<file path="src/rtl/fir_pkg.sv">
package fir_pkg;

    typedef enum logic [3:0] {
        FK_NONE   = 4'd0,
        FK_STATE  = 4'd1,
        FK_TRANS  = 4'd2,
        FK_WDEST  = 4'd3,
        FK_RDEST  = 4'd4,
        FK_DRDEST = 4'd5,
        FK_IREAD  = 4'd6,
        FK_STUCK  = 4'd7
    } flt_kind_e;

    typedef struct packed {
        logic rd;
        logic wr;
        logic wbit;
    } cell_op_t;

    typedef struct packed {
        logic nxt;
        logic rbit;
    } cell_res_t;

    function automatic logic kind_live(input logic [3:0] k);
        return (k != 4'd0) && (k <= 4'd7);
    endfunction

    // Value the target cell presents before any operation this cycle.
    function automatic logic present_value(input flt_kind_e k, input logic p,
                                           input logic cur);
        logic v;
        v = cur;
        if (k == FK_STATE && cur == p) v = ~p;
        if (k == FK_STUCK)             v = p;
        return v;
    endfunction

    // Stored and returned value of the target cell under the configured fault.
    function automatic cell_res_t apply_fault(input flt_kind_e k, input logic p,
                                              input logic cur, input cell_op_t op);
        cell_res_t r;
        logic      eff;
        eff    = present_value(k, p, cur);
        r.nxt  = eff;
        r.rbit = eff;
        if (op.wr) begin
            r.nxt = op.wbit;
            case (k)
                FK_TRANS: if (eff != p && op.wbit == p) r.nxt = eff;
                FK_WDEST: if (eff == p && op.wbit == p) r.nxt = ~p;
                FK_STUCK: r.nxt = p;
                default:  ;
            endcase
        end else if (op.rd) begin
            case (k)
                FK_RDEST: if (eff == p) begin
                    r.nxt  = ~p;
                    r.rbit = ~p;
                end
                FK_DRDEST: if (eff == p) r.nxt = ~p;
                FK_IREAD:  if (eff == p) r.rbit = ~p;
                default:   ;
            endcase
        end
        return r;
    endfunction

endpackage

</file>
<file path="src/rtl/fir_fault_unit.sv">
module fir_fault_unit
    import fir_pkg::*;
#(
    parameter int ADDR_W = 4
) (
    input  logic              flt_en,
    input  logic [3:0]        flt_kind,
    input  logic              flt_pol,
    input  logic [ADDR_W-1:0] flt_addr,
    input  logic [ADDR_W-1:0] addr,
    input  logic              wr_en,
    input  logic              wr_bit,
    input  logic              rd_en,
    input  logic              tgt_cur,
    output logic              active,
    output logic              hit,
    output cell_res_t         res
);
    cell_op_t op;

    always_comb begin
        active  = flt_en && kind_live(flt_kind);
        hit     = active && (addr == flt_addr);
        op.wr   = wr_en && (addr == flt_addr);
        op.rd   = rd_en && (addr == flt_addr);
        op.wbit = wr_bit;
        if (active) res = apply_fault(flt_kind_e'(flt_kind), flt_pol, tgt_cur, op);
        else        res = '{nxt: tgt_cur, rbit: tgt_cur};
    end
endmodule

</file>
<file path="src/rtl/fir_cell_array.sv">
module fir_cell_array #(
    parameter int ADDR_W = 4,
    parameter int DEPTH  = 1 << ADDR_W
) (
    input  logic              clk,
    input  logic              rst,
    input  logic              wr_en,
    input  logic [ADDR_W-1:0] addr,
    input  logic              wr_bit,
    input  logic              tgt_own,
    input  logic [ADDR_W-1:0] tgt_addr,
    input  logic              tgt_nxt,
    output logic [DEPTH-1:0]  cells
);
    for (genvar i = 0; i < DEPTH; i++) begin : g_cell
        localparam logic [ADDR_W-1:0] IDX = ADDR_W'(i);
        always_ff @(posedge clk) begin
            if (rst)                              cells[i] <= 1'b0;
            else if (tgt_own && tgt_addr == IDX)  cells[i] <= tgt_nxt;
            else if (wr_en && addr == IDX)        cells[i] <= wr_bit;
        end
    end
endmodule

</file>
<file path="src/rtl/fir_read_port.sv">
module fir_read_port #(
    parameter int ADDR_W = 4,
    parameter int DEPTH  = 1 << ADDR_W
) (
    input  logic              clk,
    input  logic              rst,
    input  logic              rd_en,
    input  logic [ADDR_W-1:0] addr,
    input  logic [DEPTH-1:0]  cells,
    input  logic              tgt_hit,
    input  logic              tgt_rbit,
    output logic              rd_bit,
    output logic              rd_valid
);
    always_ff @(posedge clk) begin
        if (rst) begin
            rd_bit   <= 1'b0;
            rd_valid <= 1'b0;
        end else begin
            rd_valid <= rd_en;
            if (rd_en) rd_bit <= tgt_hit ? tgt_rbit : cells[addr];
        end
    end
endmodule

</file>
<file path="src/rtl/fault_inject_ram.sv">
module fault_inject_ram
    import fir_pkg::*;
#(
    parameter int ADDR_W = 4
) (
    input  logic              clk,
    input  logic              rst,
    input  logic [ADDR_W-1:0] addr,
    input  logic              wr_en,
    input  logic              wr_bit,
    input  logic              rd_en,
    input  logic              flt_en,
    input  logic [3:0]        flt_kind,
    input  logic              flt_pol,
    input  logic [ADDR_W-1:0] flt_addr,
    input  logic [ADDR_W-1:0] peek_addr,
    output logic              rd_bit,
    output logic              rd_valid,
    output logic              peek_bit
);
    localparam int DEPTH = 1 << ADDR_W;

    logic [DEPTH-1:0] cell_q;
    logic             f_active;
    logic             f_hit;
    cell_res_t        f_res;

    fir_fault_unit #(.ADDR_W(ADDR_W)) u_fault (
        .flt_en   (flt_en),
        .flt_kind (flt_kind),
        .flt_pol  (flt_pol),
        .flt_addr (flt_addr),
        .addr     (addr),
        .wr_en    (wr_en),
        .wr_bit   (wr_bit),
        .rd_en    (rd_en),
        .tgt_cur  (cell_q[flt_addr]),
        .active   (f_active),
        .hit      (f_hit),
        .res      (f_res)
    );

    fir_cell_array #(.ADDR_W(ADDR_W), .DEPTH(DEPTH)) u_array (
        .clk      (clk),
        .rst      (rst),
        .wr_en    (wr_en),
        .addr     (addr),
        .wr_bit   (wr_bit),
        .tgt_own  (f_active),
        .tgt_addr (flt_addr),
        .tgt_nxt  (f_res.nxt),
        .cells    (cell_q)
    );

    fir_read_port #(.ADDR_W(ADDR_W), .DEPTH(DEPTH)) u_rd (
        .clk      (clk),
        .rst      (rst),
        .rd_en    (rd_en),
        .addr     (addr),
        .cells    (cell_q),
        .tgt_hit  (f_hit),
        .tgt_rbit (f_res.rbit),
        .rd_bit   (rd_bit),
        .rd_valid (rd_valid)
    );

    assign peek_bit = cell_q[peek_addr];
endmodule

</file>
<file path="config.mk">
export PLATFORM = sky130hd
export DESIGN_NAME = fault_inject_ram
export DESIGN_NICKNAME = d
export VERILOG_FILES = /design/src/rtl/fir_pkg.sv /design/src/rtl/fir_fault_unit.sv /design/src/rtl/fir_cell_array.sv /design/src/rtl/fir_read_port.sv /design/src/rtl/fault_inject_ram.sv
export SDC_FILE = /design/constraint.sdc
export NUM_CORES = 1
export LEC_CHECK = 0
export ABC_AREA = 0
export BUFFER_PORTS_ARGS = -buffer_cell sky130_fd_sc_hd__buf_2
export CAP_MARGIN = 20
export CORE_MARGIN = 3
export CORE_UTILIZATION = 50
export CTS_CLUSTER_DIAMETER = 30
export CTS_CLUSTER_SIZE = 40
export DETAILED_ROUTE_END_ITERATION = 16
export GPL_ROUTABILITY_DRIVEN = 0
export GPL_TIMING_DRIVEN = 0
export PLACE_DENSITY = 0.68
export RECOVER_POWER = 25
export SETUP_SLACK_MARGIN = 0.5
export SLEW_MARGIN = 20
export SYNTH_ARGS = -nofsm -noshare
export SYNTH_HDL_FRONTEND = slang
export SYNTH_SLANG_ARGS = --single-unit
export TNS_END_PERCENT = 50
</file>
<file path="constraint.sdc">
create_clock -name clk -period 3.7 [get_ports clk]
set_input_delay 0.37 -clock clk [delete_from_list [all_inputs] [get_ports clk]]
set_output_delay 0.37 -clock clk [all_outputs]
set_load 0.1 [all_outputs]
</file>
Word-level counts from Yosys, hierarchy flattened
Cells that the tools add are included.

$lt $le $gt $ge: 4. Eq/ne operators: 42. Mux-type cells: 53. Bitwise gates (word level): 1. Reductions and logical operators: 59.

Operators by type and width (count): 4-bit equality test (second input constant) (16); 4-bit by 3-bit equality test with 1-bit output (second input constant) (12); 1-bit two-way mux (44); 1-bit logical AND (40); 2-bit nonzero test (16); 4-bit by 2-bit equality test with 1-bit output (second input constant) (6); 4-bit by 5-bit less-than comparator with 1-bit output (second input constant) (3); 1-bit binary-select mux with 4-bit select (3); 4-bit by 1-bit equality test with 1-bit output (second input constant) (3); 4-bit logical NOT (2); 2-bit two-way mux (3); 4-bit equality test (1); 4-bit by 3-bit less-or-equal comparator with 1-bit output (second input constant) (1); 1-bit one-hot mux with 2 select lines (2); 4-bit nonzero test (1); 1-bit equality test (3); 1-bit one-hot mux with 3 select lines (1); 1-bit != test (1); 1-bit NOT (1).

Register bits: 18. Bits of input ports: 23. Output and inout port bits: 3. Logic and storage cells: 177.

Longest topological paths before layout
Gate-level depths: netlist of the first run.

Depth in word-level cells: 14. Mapped depth: 9. Mapped depth without buffers: 6.

By module
Synthesis of the first run repeated with hierarchy kept, for this count alone.

Cells, all modules: 173. Area total of the unflattened synthesis: 1690.4 µm².

Modules (own cells, without submodules): fir_cell_array (instances 1, cells an instance 100, area each 899.6 µm², seq. area each 320.3 µm²); fir_fault_unit (instances 1, cells an instance 39, area each 291.5 µm², seq. area each 0.0 µm²); fault_inject_ram (instances 1, cells an instance 14, area each 270.3 µm², seq. area each 0.0 µm²); fir_read_port (instances 1, cells an instance 20, area each 229.0 µm², seq. area each 40.0 µm²).

Worst setup path before layout of the first run
Ideal clock, no wire load.

Kind: input-to-reg. Start: input port flt_kind[2]. End: register u_array.cells[6]. Library setup time: 0.150 ns. Data arrival time: 2.049 ns. Required time: 3.550 ns. Setup slack: 1.501 ns. Stages on the path: 9. Buffers on the path: 3. Cell sequence: buf_2 nor2_2 and3_4 buf_6 a211o_1 a221o_1 a311oi_4 buf_6 a41oi_1.

Word-level cells in the longest chain between the ends: 12. Elaborated cells on any way between the ends: 30. Classes of those cells: 1 x order compare; 8 x eq/ne; 13 x mux; 8 x reduce/logical.

Ends and longest elaborated chain: start, declared (line fault_inject_ram.sv:13) `input logic [3:0] flt_kind,`; 4-bit by 1-bit equality test with 1-bit output (line fir_pkg.sv:34) `if (k == FK_STATE && cur == p) v = ~p;`; 1-bit logical AND (line fir_pkg.sv:34); 1-bit two-way mux (line fir_pkg.sv:34); 1-bit two-way mux (line fir_pkg.sv:35) `if (k == FK_STUCK) v = p;`; 1-bit two-way mux (line fir_fault_unit.sv:27) `if (active) res = apply_fault(flt_kind_e'(flt_kind), flt_pol, tgt_cur, op);`; 1-bit equality test / 1-bit != test (equally long branches); 1-bit two-way mux, or another cell as far along (line fir_pkg.sv:61) `FK_DRDEST: if (eff == p) r.nxt = ~p;`; 1-bit one-hot mux with 2 select lines, or another cell as far along (line fir_pkg.sv:56) `case (k)`; 2-bit two-way mux / 1-bit one-hot mux with 3 select lines (equally long branches) (line fir_pkg.sv:55, fir_pkg.sv:49); 1-bit two-way mux (line fir_pkg.sv:47) `if (op.wr) begin`; 2-bit two-way mux (line fir_fault_unit.sv:27); 1-bit two-way mux (line fir_cell_array.sv:19) `else if (tgt_own && tgt_addr == IDX) cells[i] <= tgt_nxt;`; end signal, assigned by index (line fir_cell_array.sv:19); end signal, assigned by index (line fir_cell_array.sv:20) `else if (wr_en && addr == IDX) cells[i] <= wr_bit;`; end, declared (line fir_cell_array.sv:13) `output logic [DEPTH-1:0] cells`.

Parallel ways exist; a longest one is shown, timed or not. The select of a mux whose other input is x is not followed. A chain may end at the register's enable or synchronous reset.

Final worst setup path of the first run
Start: input port flt_addr[0]. End: register u_array.cells[6].

Word-level cells in the longest chain between the ends: 14. Elaborated cells on any way between the ends: 27. Classes of those cells: 5 x eq/ne; 15 x mux; 7 x reduce/logical.

Ends and longest elaborated chain: start, declared (line fault_inject_ram.sv:15) `input logic [ADDR_W-1:0] flt_addr,`; 1-bit binary-select mux with 4-bit select (line fault_inject_ram.sv:37) `.tgt_cur (cell_q[flt_addr]),`; 1-bit two-way mux (not written as such) (line fault_inject_ram.sv:37); 1-bit equality test (line fir_pkg.sv:34); 1-bit logical AND (line fir_pkg.sv:34); 1-bit two-way mux (line fir_pkg.sv:34); 1-bit two-way mux (line fir_pkg.sv:35); 1-bit two-way mux (line fir_fault_unit.sv:27); 1-bit equality test / 1-bit != test (equally long branches); 1-bit two-way mux, or another cell as far along (line fir_pkg.sv:61); 1-bit one-hot mux with 2 select lines, or another cell as far along (line fir_pkg.sv:56); 2-bit two-way mux / 1-bit one-hot mux with 3 select lines (equally long branches) (line fir_pkg.sv:55, fir_pkg.sv:49); 1-bit two-way mux (line fir_pkg.sv:47); 2-bit two-way mux (line fir_fault_unit.sv:27); 1-bit two-way mux (line fir_cell_array.sv:19).

Parallel ways exist; a longest one is shown, timed or not. The select of a mux whose other input is x is not followed.

==> results of run 1 <==
worst max path at each step:
stage,slack [ps],cells after the start,end
CTS,1330,8,u_array.cells[5]
global placement,1110,8,u_array.cells[6]
detailed placement,1060,8,u_array.cells[5]
floorplan,1500,9,u_array.cells[6]
finish,1160,8,u_array.cells[6]
global route,1020,8,u_array.cells[6]
layer usage:
metal / wire length (um) / up-vias / track usage [%]
met5: 0 / - / 0
met3: 415 / 8 / 4.55
met2: 2590 / 78 / 42.5
met4: 76 / 0 / 11.1
li1: - / 911 / -
met1: 2440 / 941 / 35.9
worst reg2reg max path, delay by kind of cell, from the launching register on:
family	cells	cell delay (ps)
compound gates	4	1150
buf+inv	1	220
flops	1	370
mux	1	580
per-stage QoR:
step / utilization (%) / std cells / hold WS (ps) / setup slack [ps]
CTS: 59.7 / 290 / 368 / 1330
detailed placement: 58.2 / 286 / 500 / 1060
global placement: 58.2 / 286 / 487 / 1110
finish: 59.4 / 290 / 365 / 1160
global route: 59.4 / 290 / 385 / 1020
floorplan: - / 220 / 479 / 1500
placed cells by master (no fill, tap or decap), drive strengths merged, types with 2 or more instances in the layout:
cell,Yosys,routed
buf,11,27
mux2i,7,7
mux4,12,12
clkbuf,7,15
a21oi,11,11
inv,3,3
a311oi,11,11
nor3,14,14
nand2b,5,5
and3,2,2
or3,4,4
nor2,29,29
nor2b,6,6
nor3b,5,5
a31oi,5,5
mux2,2,2
a41oi,7,7
xor2,4,4
o21a,3,3
nor4,2,2
dfxtp,18,18
o21ai,8,8
a31o,2,2
nand2,15,15
nand3,4,4
nand3b,6,6
a2bb2oi,2,2
cell families after synthesis:
logic type / synth area share, %
simple gates: 26.4
buf+inv: 5.92
xor+xnor: 1.88
mux: 19.7
compound gates: 26.6
flops: 19.4
sequential cells by signal (all words and copies together) (netlist names):
| register | count |
|---|---|
| u_rd.rd_bit | 1 |
| u_array.cells | 16 |
| u_rd.rd_valid | 1 |
power by group through the flow:
stage	Sequential [mW]	Combinational, mW	Clock [mW]
floorplan	0.216	0.109	0
global placement	0.210	0.161	0
detailed placement	0.210	0.162	0
CTS	0.206	0.163	0.168
global route	0.207	0.177	0.176
finish	0.206	0.164	0.168
cell usage after synthesis, drive strengths merged (3+ instances only):
cell type	n
nor2	29
dfxtp	18
nand2	15
nor3	14
mux4	12
a21oi	11
a311oi	11
buf	11
o21ai	8
a41oi	7
clkbuf	7
mux2i	7
nand3b	6
nor2b	6
a31oi	5
nand2b	5
nor3b	5
nand3	4
or3	4
xor2	4
inv	3
o21a	3
layout make-up:
cell class | instances | area [um^2] | share of cell area [%]
Tap cell | 46 | 57.6 | 2.79
Clock buffer | 4 | 55.1 | 2.67
Multi-Input combinational cell | 181 | 1380 | 67.1
Buffer | 18 | 98.8 | 4.80
Inverter | 3 | 11.3 | 0.546
Timing Repair Buffer | 20 | 95.1 | 4.61
Sequential cell | 18 | 360 | 17.5
==> results.toml, run 1 <==
[global_route]
grt_max_degree = 11
grt_pass1_vias = 1867
grt_overflow = 0
grt_pass1_wl_um = 8940
grt_use_total_pct = 26.8
antenna_found_initial = 0

[yosys]
ys_seq_elements = 18
async_flop_share_pct = 0
ys_seq_area_share_pct = 19.4
synthTopCellsByArea = "dfxtp_1 (19%), mux4_2 (13%), nor2_1 (5.7%)"
synth.distinct_cells = 55
synth_edf_count = 0
postSynthAreaPerCell_um2 = 8.45
syn-cell-area_um2 = 1860
synthesis.nets = 243
synth_top_flop_cell = "dfxtp_1"
yosysWarnings = 0
syn_inst = 220
yosysTopAreaCell = "dfxtp_1"
yosysTopAreaCellShare_pct = 19.4

[worst_setup_path]
cp-end-kind = "flop"
r2r_start = "u_array.cells[7]"
r2r-end = "u_array.cells[6]"
reg2reg_depth = 6
path_class = "in -> reg"
r2r_setup_slack_ps = 1250
crit_arrival_ps = 2660
crit_path_max_fanout = 10
crit_family = "compound AO/OA/AOI/OAI gates"
crit_buf_inv = 3
critPathMaxStageDelay_ps = 520
slowest_stage = "a311oi_4"
cp.required_ps = 3820
startpoint = "flt_addr[0]"
start_kind = "input pin"
worstPathCellList = "buf_2, clkbuf_1, nand2_1, o22ai_1, o21bai_1, a311oi_4, buf_6, a41oi_1"

[power_and_ir_drop]
combPwrFrac_pct = 30.4
clkPwrFrac_pct = 31.2
power_uw = 537
powerDensity_nw_per_um2 = 261
peakVddDrop_v = 0.000244
intPower_uw = 354
p_sw_uw = 183
p_seq_share_pct = 38.4
switching_share_pct = 34.1
power_leakage_nw = 0.696

[placed_design]
dpl-instance-area_um2 = 2020
hpwl_um = 4240
io_buffers = 20

[die]
rows = 21
die_w_um = 67.0
die_area_um2 = 4490
io_pins = 26
start_util_pct = 53.6
core_um2 = 3470
die_height_um = 67.0

[min_path]
holdPathEnd = "u_rd.rd_bit"
holdPathStages = 2
hp-start = "rd_en"
holdCritPathClass = "in -> reg"

[sta]
tns_ps = 0
max_freq_ghz = 0.393
finalMaxSlewViolations = 0
fin_crit_sh_pct = 68.8
relSlewSlack_pct = 22.1
final.min_clock_period_ps = 2540
clock-skew-final_ps = 1.78
timing.final.hold_violations = 0
setup-violations-final = 0
tightest_slew_ps = 1170
rsz0062_at_grt = "no"

[cts]
path_clk_slew_ps = 70
cts.htree.levels = 1
cts_resized = 0
cts_buffer_depth = 2
cts.sinks = 18
postCtsHoldBufs = 0
clk_latency_ps = 260
numCtsBuffers = 3
cts_root_buffer = "clkbuf_8"
cts_tree = "yes"
cts_setup_buffers = 0

[routing]
finalWirelength_um = 5530
vias = 1938
viasPerCell = 6.68
wl_per_cell_um = 19.1
detail-route-antenna-nets = 0
drc_errors = 0
dr.first_iter.drc_count = 157
first_pass_iters = 4

[cells_and_area]
nFillCells = 336
drive_gt1_share_pct = 21.3
area_growth_pct = 10.8
fin_nets = 268
fin_area_um2 = 2060
antenna_cells = 0

[job]
maxCapViolCount = 0

[outcome]
status = "finished clean"
Power figures use the tool's default switching activity.
==> inputs of run 2 (changes only) <==
Settings changed: PLACE_DENSITY 0.68 to 0.71.
Clock period 3.7 ns to 2.09 ns, I/O delays scaled along.
==> results.toml, run 2 (synthesis gave the netlist of run 1 again) <==
[outcome]
status = "finished clean"

[sta]
finalMaxSlewViolations = 0
timing.final.hold_violations = 0
tightest_slew_ps = 812
max_freq_ghz = 0.486
finalWorstSetupSlack_ps = 31.8
relSlewSlack_pct = 45.8
clock-skew-final_ps = 1.54
tns_ps = 0
final.min_clock_period_ps = 2060
setup-violations-final = 0
fin_crit_sh_pct = 98.5
rsz0062_at_grt = "yes"

[global_route]
grt_overflow = 0
grt_pass1_vias = 1834
grt_pass1_wl_um = 9430
grt_use_total_pct = 28.3
antenna_found_initial = 0
grt_max_degree = 11

[power_and_ir_drop]
power_leakage_nw = 0.779
peakVddDrop_v = 0.000301
powerDensity_nw_per_um2 = 442

[job]
maxCapViolCount = 0

[cts]
numCtsBuffers = 3
cts_buffer_depth = 2
postCtsHoldBufs = 0
cts.htree.levels = 1
path_clk_slew_ps = 80
clk_latency_ps = 260
cts.sinks = 18
cts_root_buffer = "clkbuf_8"
cts_tree = "yes"

[worst_setup_path]
r2r_start = "u_array.cells[6]"
worstPathCellList = "mux4_2, o22ai_4, o21bai_2, a311oi_4, buf_6, buf_6, a41oi_2"
crit_path_max_fanout = 5
path_class = "reg -> reg"
cp_common_cell = "buf_6"
crit_family = "compound AO/OA/AOI/OAI gates"
r2r_setup_slack_ps = 30
critPathMaxStageDelay_ps = 520
crit_arrival_ps = 2190
start_kind = "flop"
crit_buf_inv = 2
r2r-end = "u_array.cells[14]"
slowest_stage = "mux4_2"
cp-end-kind = "flop"
cp.required_ps = 2220
reg2reg_depth = 7

[routing]
wl_per_cell_um = 19.7
viasPerCell = 6.64
drc_errors = 0
vias = 1979
dr.first_iter.drc_count = 236
finalWirelength_um = 5880
first_pass_iters = 5
detail-route-antenna-nets = 0

[cells_and_area]
final_cell_count_no_fill = 298
nFillCells = 280
largest_reg_flops = 16
final_common_cell = "nor2_1"
utilization_pct = 66.7
fin_nets = 276
most-common-layout-cells = "nor2_1 (28), buf_2 (18), nand2_1 (14), nor3_1 (14)"
reg.largest.list = "u_array.cells: 16 flops, u_rd.rd_bit: 1 flops, u_rd.rd_valid: 1 flops"
largest_register = "u_array.cells"
area_growth_pct = 24.5
multiInputGateArea_um2 = 1500
final-seq-area_um2 = 375
fin_area_um2 = 2310
drive_gt1_share_pct = 35.7
antenna_cells = 0

[placed_design]
dpl-instance-area_um2 = 2100
io_buffers = 20
hpwl_um = 4170
place_inst = 286
dp_slack_ps = -341

[die]
rows = 21
die_area_um2 = 4490
core_um2 = 3470
io_pins = 26
die_w_um = 67.0
start_util_pct = 53.6
die_height_um = 67.0

[min_path]
holdPathStages = 2
holdPathEnd = "u_rd.rd_bit"
holdCritPathClass = "in -> reg"
hp-start = "rd_en"
==> run 2: worst max path at each step <==
stage | to | startpoint | cells after the start
after floorplan | u_array.cells[14] | flt_kind[2] | 9
after CTS | u_array.cells[9] | u_array.cells[6] | 7
after global routing | u_array.cells[5] | u_array.cells[6] | 7
after global placement | u_array.cells[5] | flt_addr[0] | 8
after detailed placement | u_array.cells[9] | flt_addr[1] | 8
final | u_array.cells[14] | u_array.cells[6] | 7
==> run 2: repair_timing <==
action	CTS	global route
cloned	1	0
setup endpoints to repair	18	18
buffers inserted	7	0
pin swaps	10	2
gates resized for setup	30	3
==> run 2: stage by stage <==
step	power (mW)	hold slack [ps]
after floorplan	0.589	318
after global placement	0.670	472
after detailed placement	0.674	491
after CTS	1.01	214
after global routing	1.06	244
final	1.02	211
==> run 2: cell type report <==
cell class                 count  share of cell area (%)
inverter                       3                   0.486
clock buffer                   4                    2.38
multi-input combinational    181                    64.8
timing repair buffer          28                    7.84
buffer                        18                    5.84
tap                           46                    2.49
sequential                    18                    16.2
==> run 2: power by group <==
part	internal, mW	switching, mW
Clock	0.168	0.139
Sequential	0.354	0.0109
Combinational	0.140	0.211
Total	0.663	0.360
==> run 2: per-layer routing <==
metal	global-route usage (%)	up-vias	routed length [um]
met3	5.73	12	507
li1	-	916	-
met1	39.0	952	2560
met2	45.7	99	2760
met4	5.57	0	54
met5	0	-	0
